--- src/rtl/can_rxf_pkg.sv ---
package can_rxf_pkg;
  localparam int unsigned FLAG_W = 8;

  localparam int unsigned IDX_WAKE  = 7;
  localparam int unsigned IDX_RWARN = 6;
  localparam int unsigned IDX_TWARN = 5;
  localparam int unsigned IDX_RPASS = 4;
  localparam int unsigned IDX_TPASS = 3;
  localparam int unsigned IDX_BOFF  = 2;
  localparam int unsigned IDX_OVR   = 1;
  localparam int unsigned IDX_RFULL = 0;

  typedef logic [FLAG_W-1:0] flag_vec_t;
endpackage

--- src/rtl/can_rxf_cond.sv ---
module can_rxf_cond
  import can_rxf_pkg::*;
#(
  parameter int unsigned CNT_W       = 8,
  parameter int unsigned WARN_LO     = 96,
  parameter int unsigned WARN_HI     = 127,
  parameter int unsigned PASSIVE_LIM = 128
) (
  input  logic [CNT_W-1:0] rx_err_cnt,
  input  logic [CNT_W-1:0] tx_err_cnt,
  input  logic             sleep_mode,
  input  logic             bus_activity,
  input  logic             bus_off,
  input  logic             rx_ovr_evt,
  input  logic             rx_full_evt,
  input  flag_vec_t        flags,
  output flag_vec_t        cond
);
  localparam logic [CNT_W-1:0] LO_C   = CNT_W'(WARN_LO);
  localparam logic [CNT_W-1:0] HI_C   = CNT_W'(WARN_HI);
  localparam logic [CNT_W-1:0] PASS_C = CNT_W'(PASSIVE_LIM);

  logic rx_in_win;
  logic tx_in_win;
  logic warn_block;

  always_comb begin
    rx_in_win  = (rx_err_cnt >= LO_C) && (rx_err_cnt <= HI_C);
    tx_in_win  = (tx_err_cnt >= LO_C) && (tx_err_cnt <= HI_C);
    // warnings held back while an error-passive or bus-off flag is pending
    warn_block = flags[IDX_RPASS] | flags[IDX_TPASS] | flags[IDX_BOFF];

    cond            = '0;
    cond[IDX_WAKE]  = sleep_mode & bus_activity;
    cond[IDX_RWARN] = rx_in_win & ~warn_block;
    cond[IDX_TWARN] = tx_in_win & ~warn_block;
    cond[IDX_RPASS] = (rx_err_cnt >= PASS_C) & ~bus_off;
    cond[IDX_TPASS] = (tx_err_cnt >= PASS_C) & ~bus_off;
    cond[IDX_BOFF]  = bus_off;
    cond[IDX_OVR]   = rx_ovr_evt;
    cond[IDX_RFULL] = rx_full_evt;
  end
endmodule

--- src/rtl/can_rxf_flag_cell.sv ---
module can_rxf_flag_cell (
  input  logic clk,
  input  logic rst_n,
  input  logic soft_clr,
  input  logic cond,
  input  logic clr_req,
  output logic flag,
  output logic cond_last
);
  logic cond_q;
  logic flag_q;
  logic rise;
  logic clr_ok;
  logic flag_d;
  logic flag_ce;

  always_comb begin
    rise    = cond & ~cond_q;
    clr_ok  = clr_req & ~cond;
    flag_ce = soft_clr | rise | clr_ok;
    if (soft_clr) begin
      flag_d = 1'b0;
    end else if (rise) begin
      flag_d = 1'b1;
    end else begin
      flag_d = flag_q & ~clr_ok;
    end
  end

  always_ff @(posedge clk or negedge rst_n) begin
    if (!rst_n) begin
      flag_q <= 1'b0;
      cond_q <= 1'b0;
    end else begin
      cond_q <= cond;
      if (flag_ce) begin
        flag_q <= flag_d;
      end
    end
  end

  assign flag      = flag_q;
  assign cond_last = cond_q;
endmodule

--- src/rtl/can_rxf_regif.sv ---
module can_rxf_regif
  import can_rxf_pkg::*;
#(
  parameter int unsigned ADDR_W    = 2,
  parameter int unsigned FLAG_ADDR = 0,
  parameter int unsigned ENA_ADDR  = 1
) (
  input  logic              clk,
  input  logic              rst_n,
  input  logic [ADDR_W-1:0] bus_addr,
  input  logic              bus_wr,
  input  logic [FLAG_W-1:0] bus_wdata,
  input  flag_vec_t         flags,
  output flag_vec_t         clr_req,
  output flag_vec_t         en,
  output logic [FLAG_W-1:0] bus_rdata,
  output logic              irq
);
  localparam logic [ADDR_W-1:0] FLAG_A = ADDR_W'(FLAG_ADDR);
  localparam logic [ADDR_W-1:0] ENA_A  = ADDR_W'(ENA_ADDR);

  flag_vec_t en_q;
  flag_vec_t en_d;
  logic      en_ce;
  logic      flag_sel;
  logic      ena_sel;

  always_comb begin
    flag_sel = (bus_addr == FLAG_A);
    ena_sel  = (bus_addr == ENA_A);
    en_ce    = bus_wr & ena_sel;
    en_d     = bus_wdata;
    clr_req  = (bus_wr & flag_sel) ? bus_wdata : '0;
    if (flag_sel) begin
      bus_rdata = flags;
    end else if (ena_sel) begin
      bus_rdata = en_q;
    end else begin
      bus_rdata = '0;
    end
    irq = |(flags & en_q);
  end

  always_ff @(posedge clk or negedge rst_n) begin
    if (!rst_n) begin
      en_q <= '0;
    end else if (en_ce) begin
      en_q <= en_d;
    end
  end

  assign en = en_q;
endmodule

--- src/rtl/can_rx_flag_reg.sv ---
module can_rx_flag_reg
  import can_rxf_pkg::*;
#(
  parameter int unsigned CNT_W       = 8,
  parameter int unsigned ADDR_W      = 2,
  parameter int unsigned WARN_LO     = 96,
  parameter int unsigned WARN_HI     = 127,
  parameter int unsigned PASSIVE_LIM = 128
) (
  input  logic              clk,
  input  logic              rst_n,
  input  logic              soft_rst,
  input  logic [ADDR_W-1:0] bus_addr,
  input  logic              bus_wr,
  input  logic [7:0]        bus_wdata,
  output logic [7:0]        bus_rdata,
  input  logic [CNT_W-1:0]  rx_err_cnt,
  input  logic [CNT_W-1:0]  tx_err_cnt,
  input  logic              sleep_mode,
  input  logic              bus_activity,
  input  logic              bus_off,
  input  logic              rx_ovr_evt,
  input  logic              rx_full_evt,
  output logic              irq
);
  flag_vec_t flag_q;
  flag_vec_t en_q;
  flag_vec_t cond;
  flag_vec_t cond_q;
  flag_vec_t clr_req;

  can_rxf_cond #(
    .CNT_W      (CNT_W),
    .WARN_LO    (WARN_LO),
    .WARN_HI    (WARN_HI),
    .PASSIVE_LIM(PASSIVE_LIM)
  ) cond_i (
    .rx_err_cnt  (rx_err_cnt),
    .tx_err_cnt  (tx_err_cnt),
    .sleep_mode  (sleep_mode),
    .bus_activity(bus_activity),
    .bus_off     (bus_off),
    .rx_ovr_evt  (rx_ovr_evt),
    .rx_full_evt (rx_full_evt),
    .flags       (flag_q),
    .cond        (cond)
  );

  for (genvar b = 0; b < FLAG_W; b++) begin : g_cell
    can_rxf_flag_cell cell_i (
      .clk      (clk),
      .rst_n    (rst_n),
      .soft_clr (soft_rst),
      .cond     (cond[b]),
      .clr_req  (clr_req[b]),
      .flag     (flag_q[b]),
      .cond_last(cond_q[b])
    );
  end

  can_rxf_regif #(
    .ADDR_W   (ADDR_W),
    .FLAG_ADDR(0),
    .ENA_ADDR (1)
  ) regif_i (
    .clk      (clk),
    .rst_n    (rst_n),
    .bus_addr (bus_addr),
    .bus_wr   (bus_wr),
    .bus_wdata(bus_wdata),
    .flags    (flag_q),
    .clr_req  (clr_req),
    .en       (en_q),
    .bus_rdata(bus_rdata),
    .irq      (irq)
  );
endmodule

--- config.mk ---
export PLATFORM = sky130hd
export DESIGN_NAME = can_rx_flag_reg
export DESIGN_NICKNAME = d
export VERILOG_FILES = /design/src/rtl/can_rxf_pkg.sv /design/src/rtl/can_rxf_cond.sv /design/src/rtl/can_rxf_flag_cell.sv /design/src/rtl/can_rxf_regif.sv /design/src/rtl/can_rx_flag_reg.sv
export SDC_FILE = /design/constraint.sdc
export NUM_CORES = 1
export LEC_CHECK = 0
export BUFFER_PORTS_ARGS = -buffer_cell sky130_fd_sc_hd__buf_2
export CAP_MARGIN = 30
export CORE_ASPECT_RATIO = 1.1
export CORE_MARGIN = 4
export CORE_UTILIZATION = 40
export CTS_CLUSTER_SIZE = 12
export DETAILED_ROUTE_END_ITERATION = 10
export PLACE_DENSITY = 0.75
export SLEW_MARGIN = 10
export SYNTH_ARGS = -nofsm -noshare
export SYNTH_HDL_FRONTEND = slang
export SYNTH_HIERARCHICAL = 1
export SYNTH_SLANG_ARGS = --single-unit
--- constraint.sdc ---
create_clock -name clk -period 2.4 [get_ports clk]
set_input_delay 0.24 -clock clk [delete_from_list [all_inputs] [get_ports clk]]
set_output_delay 0.24 -clock clk [all_outputs]
set_load 0.05 [all_outputs]
# Word level (Yosys, flattened, before mapping)
# Index checks and enable logic that the tools add are counted.
# word_totals
input_bits,35
output_inout_bits,9
regBits,24
# classes
n_mux,19
n_bitwise,75
n_reduce_logical,4
order_cmp,6
n_eq_ne,1
# op_table
op,n
1-bit AND,31
1-bit inverter,25
8-bit two-way mux,3
1-bit OR,18
8-bit by 7-bit >= comparator with 1-bit output (second input constant),2
8-bit >= comparator (second input constant),2
8-bit by 7-bit <= comparator with 1-bit output (second input constant),2
1-bit two-way mux,16
8-bit AND,1
8-bit OR reduction,1
2-bit by 1-bit equality test with 1-bit output (second input constant),1
1-bit logical AND,2
2-bit logical NOT,1

# Longest topological paths before layout
# depth
word_depth,10
depth_mapped,5
mapped_depth_nobuf,4

# By module
# Netlist, hierarchy kept.
# by_module_without_submodules
module,instances,cells_each,area_each_um2,seq_area_each_um2
can_rxf_flag_cell,8,6,73.8,50.0
can_rxf_regif,1,49,541.8,200.2
can_rxf_cond,1,11,80.1,0.0

# Least setup slack after synthesis
# No wires, ideal clock.
# synth_timing
path_kind,input to output
from,input bus_addr[0]
to,output bus_rdata[3]
path_buffers,1
path_stages,3
arrival_time_ns,1.140
required_time_ns,2.160
path_slack_ns,1.020
path_cell_list,buf_6 -> mux2i_1 -> nor2_1
# synth_via
elab_chain_cells,3
elab_cells_between_ends,4
# synth_rtl
element,line,rtl
start: declaration,can_rx_flag_reg.sv:13,"input logic [ADDR_W-1:0] bus_addr,"
2-bit by 1-bit equality test with 1-bit output,can_rxf_regif.sv:30,ena_sel = (bus_addr == ENA_A);
8-bit two-way mux,can_rxf_regif.sv:36,end else if (ena_sel) begin
8-bit two-way mux *,can_rxf_regif.sv:34,if (flag_sel) begin
end: declaration,can_rx_flag_reg.sv:16,"output logic [7:0] bus_rdata,"
# Mark *: on every way between the ends. The rest lies on a longest branch, timed or not.

# Final worst setup path
# layout_timing
from,register g_cell[3].cell_i.flag_q
to,output irq
# layout_via
elab_chain_cells,2
# layout_rtl
element,line,rtl
start: declaration,can_rxf_flag_cell.sv:11,logic flag_q;
start signal: assignment,can_rxf_flag_cell.sv:37,flag_q <= flag_d;
8-bit AND,can_rxf_regif.sv:41,irq = |(flags & en_q);
8-bit OR reduction,can_rxf_regif.sv:41,
end: declaration,can_rx_flag_reg.sv:24,output logic irq
# Every way passes these cells.

==> metrics.csv <==
metric;value;unit
status;finished, final reports clean;
synth_compound_gate_area_share;0.0908;
clock.fmax;652;MHz
rr_startpoint;g_cell[3].cell_i/flag$_DFFE_PN0P_;
cts_tree;built;
synth_top_family_by_area;simple AND/OR/NAND/NOR gates;
muxShareOfSynthArea;0.140;
clkPwrFrac;0.194;
worstPathCellList;a22oi_1 -> nand4_1 -> buf_2;
startpoint_type;register;
relSlewSlack;0.648;
antenna_found_initial;0;
drc;0;
cts_sinks;24;
finalCriticalPeriod;1530;ps
max-vdd-ir-drop;427;uV
maxCapViolCount;0;
p_seq_frac;0.546;
p_switching;282;uW
numCtsBuffers;3;
viasPerCell;5.18;
synth_fa_ha_area_frac;0;
synth_top_area_cell;dfrtp_1;
comb_power_share;0.260;
syn_nets;143;
pin_count;44;
clk_pin_slew;110;ps
diodes;0;
totalWireLength;2.48;mm
synth_xor_area_frac;0;
root_buffer;clkbuf_4;
grt_setup_unrepaired;false;
p_leak;0.713;nW
cp_max_fo;5;
yosys.area.top_type_share;0.495;
cts_setup_buffers;0;
endpoint_kind;primary output;
ys_seq_area_frac;0.495;
drv_slew;0;
yosysWarnings;6;
post-route-period-util;0.639;
holdPathStages;1;
gr-total-overflow;0;
arrival;1290;ps
die_height;65.7;um
critPathMaxStageDelay;440;ps
synth_area_leaders;dfrtp_1 50%, mux2_2 7.4%, a32o_1 6.6%;
grt_pass1_wl;4.44;mm
hold_class;in -> reg;
critical_path_required;2160;ps
htree_levels;1;
slowest_stage;dfrtp_1;
tns;0;ps
floorplan.rows;20;
cts.path.max_buffers;2;
syn_area;0.00121;mm2
grt_usage;0.149;
r2r_cells;3;
finalCoreUtilization;0.497;
antenna_left;0;
critPathKind;reg -> out;
tightest_slew;529;ps
power.density;624;mW/mm2
ys_ff_latch;24;
routed-via-count;897;
gp_congestion;0.752;
min_from;rx_ovr_evt;
die_w;60.5;um
ff2ff_setup_slack;1070;ps
holdPathEnd;g_cell[1].cell_i/cond_last$_DFF_PN0_;
nets;177;
internal_power;596;uW
drtIter0Drc;18;
netSwitchingFraction;0.321;
worst_clock_skew;3.10;ps
port_buffers;33;
coreArea;0.00283;mm2
grt_max_degree;25;
syn-instance-count;108;
first_global_vias;986;
routedWlPerCell;14.3;um
initial_core_util;0.429;
syn_area_per_cell;11.2;um2
reg2reg_to;g_cell[6].cell_i/flag$_DFFE_PN0P_;
dr.pass1.iters;4;
clk_latency;310;ps
drive_above_1_share;0.350;
hold_viol;0;
dp_hpwl;1.93;mm
syn2layout_area_growth;16.0;%
setup_violations;0;
yosys.area_share.simple;0.212;
synth_cell_types;18;
die_area;0.00398;mm2
-- cell type report --
cell class / count / area (um2)
timing repair buffer: 34 / 175
tap: 33 / 41.3
fill: 290 / 1420
multi-input combinational: 71 / 537
clock buffer: 3 / 22.5
inverter: 8 / 30.0
sequential: 24 / 601
-- routing by layer --
metal	track usage	up-vias	wire [um]
li1	-	437	-
met1	0.169	427	974
met2	0.264	28	1260
met3	0.0295	5	189
met4	0.0650	0	48
met5	0	-	0
-- worst max-delay path, delay by kind of cell (launching register included) --
family	cells	cell delay (ps)
flip-flops	1	440
AND/OR/NAND/NOR	1	110
buffers and inverters	1	230
AO/OA/AOI/OAI	1	210
-- state kept, by name (all words and copies together), names as in the netlist --
| register | count |
|---|---|
| g_cell.cell_i/flag | 8 |
| regif_i/en | 8 |
| g_cell.cell_i/cond_last | 8 |
-- synth_stat cells --
library cell	number
mux2_2	8
buf_4	3
nand3b_4	1
inv_1	8
nand4_1	1
nor3b_2	1
dfrtp_1	24
nor2_1	16
mux2i_1	8
a32o_1	8
nor2b_1	2
nand2b_1	8
nand2_1	2
or3_4	1
nor3_2	2
and2_1	9
a22oi_1	4
buf_6	2
-- what timing repair did --
item                      CTS  global route
resized for setup           0             0
hold endpoints to repair   24             0
hold buffers                1             0
-- power groups by stage --
stage               logic, mW  clock network, mW  registers [mW]
floorplan               0.169                  0           0.477
global placement        0.222                  0           0.484
detailed placement      0.230                  0           0.488
CTS                     0.231              0.178           0.480
global route            0.248              0.199           0.487
finish                  0.228              0.170           0.479
-- worst max-delay path by stage --
stage	startpoint	to	slack [ps]
3_3_place_gp	bus_addr[0]	g_cell[5].cell_i/flag$_DFFE_PN0P_	890
3_5_place_dp	bus_addr[0]	g_cell[1].cell_i/flag$_DFFE_PN0P_	850
2_1_floorplan	bus_addr[0]	bus_rdata[3]	1020
4_1_cts	g_cell[6].cell_i/flag$_DFFE_PN0P_	irq	840
6_report	g_cell[3].cell_i/flag$_DFFE_PN0P_	irq	870
5_1_grt	g_cell[3].cell_i/flag$_DFFE_PN0P_	irq	750
-- through the flow --
step | std cells | power (mW) | hold WS (ps) | cell area, um2 | worst slack (ps)
floorplan | 108 | 0.646 | -55.6 | 1210 | 1020
global placement | 169 | 0.706 | 240 | 1370 | 890
detailed placement | 169 | 0.717 | 246 | 1370 | 852
CTS | 173 | 0.889 | 36.8 | 1410 | 838
global route | 173 | 0.935 | 21.3 | 1410 | 748
finish | 173 | 0.877 | 44.9 | 1410 | 866
-- cells by family after synthesis --
logic type | count (synthesis)
and+or+nand+nor | 43
buffers and inverters | 13
AOI/OAI and AO/OA | 12
muxes | 16
DFF | 24
-- cells in the final DEF, fill, tap and decap left out --
cell	n
a32o_1	8
nor2_1	16
clkbuf_4	3
mux2i_1	8
a22oi_1	4
or3_4	1
and2_1	9
nand2_1	2
mux2_2	8
nand4_1	1
inv_1	8
nand3b_4	1
dlygate4sd3_1	1
nor3_2	2
buf_2	33
dfrtp_1	24
nor2b_1	2
nor3b_2	1
nand2b_1	8
Power figures use the tool's default switching activity.
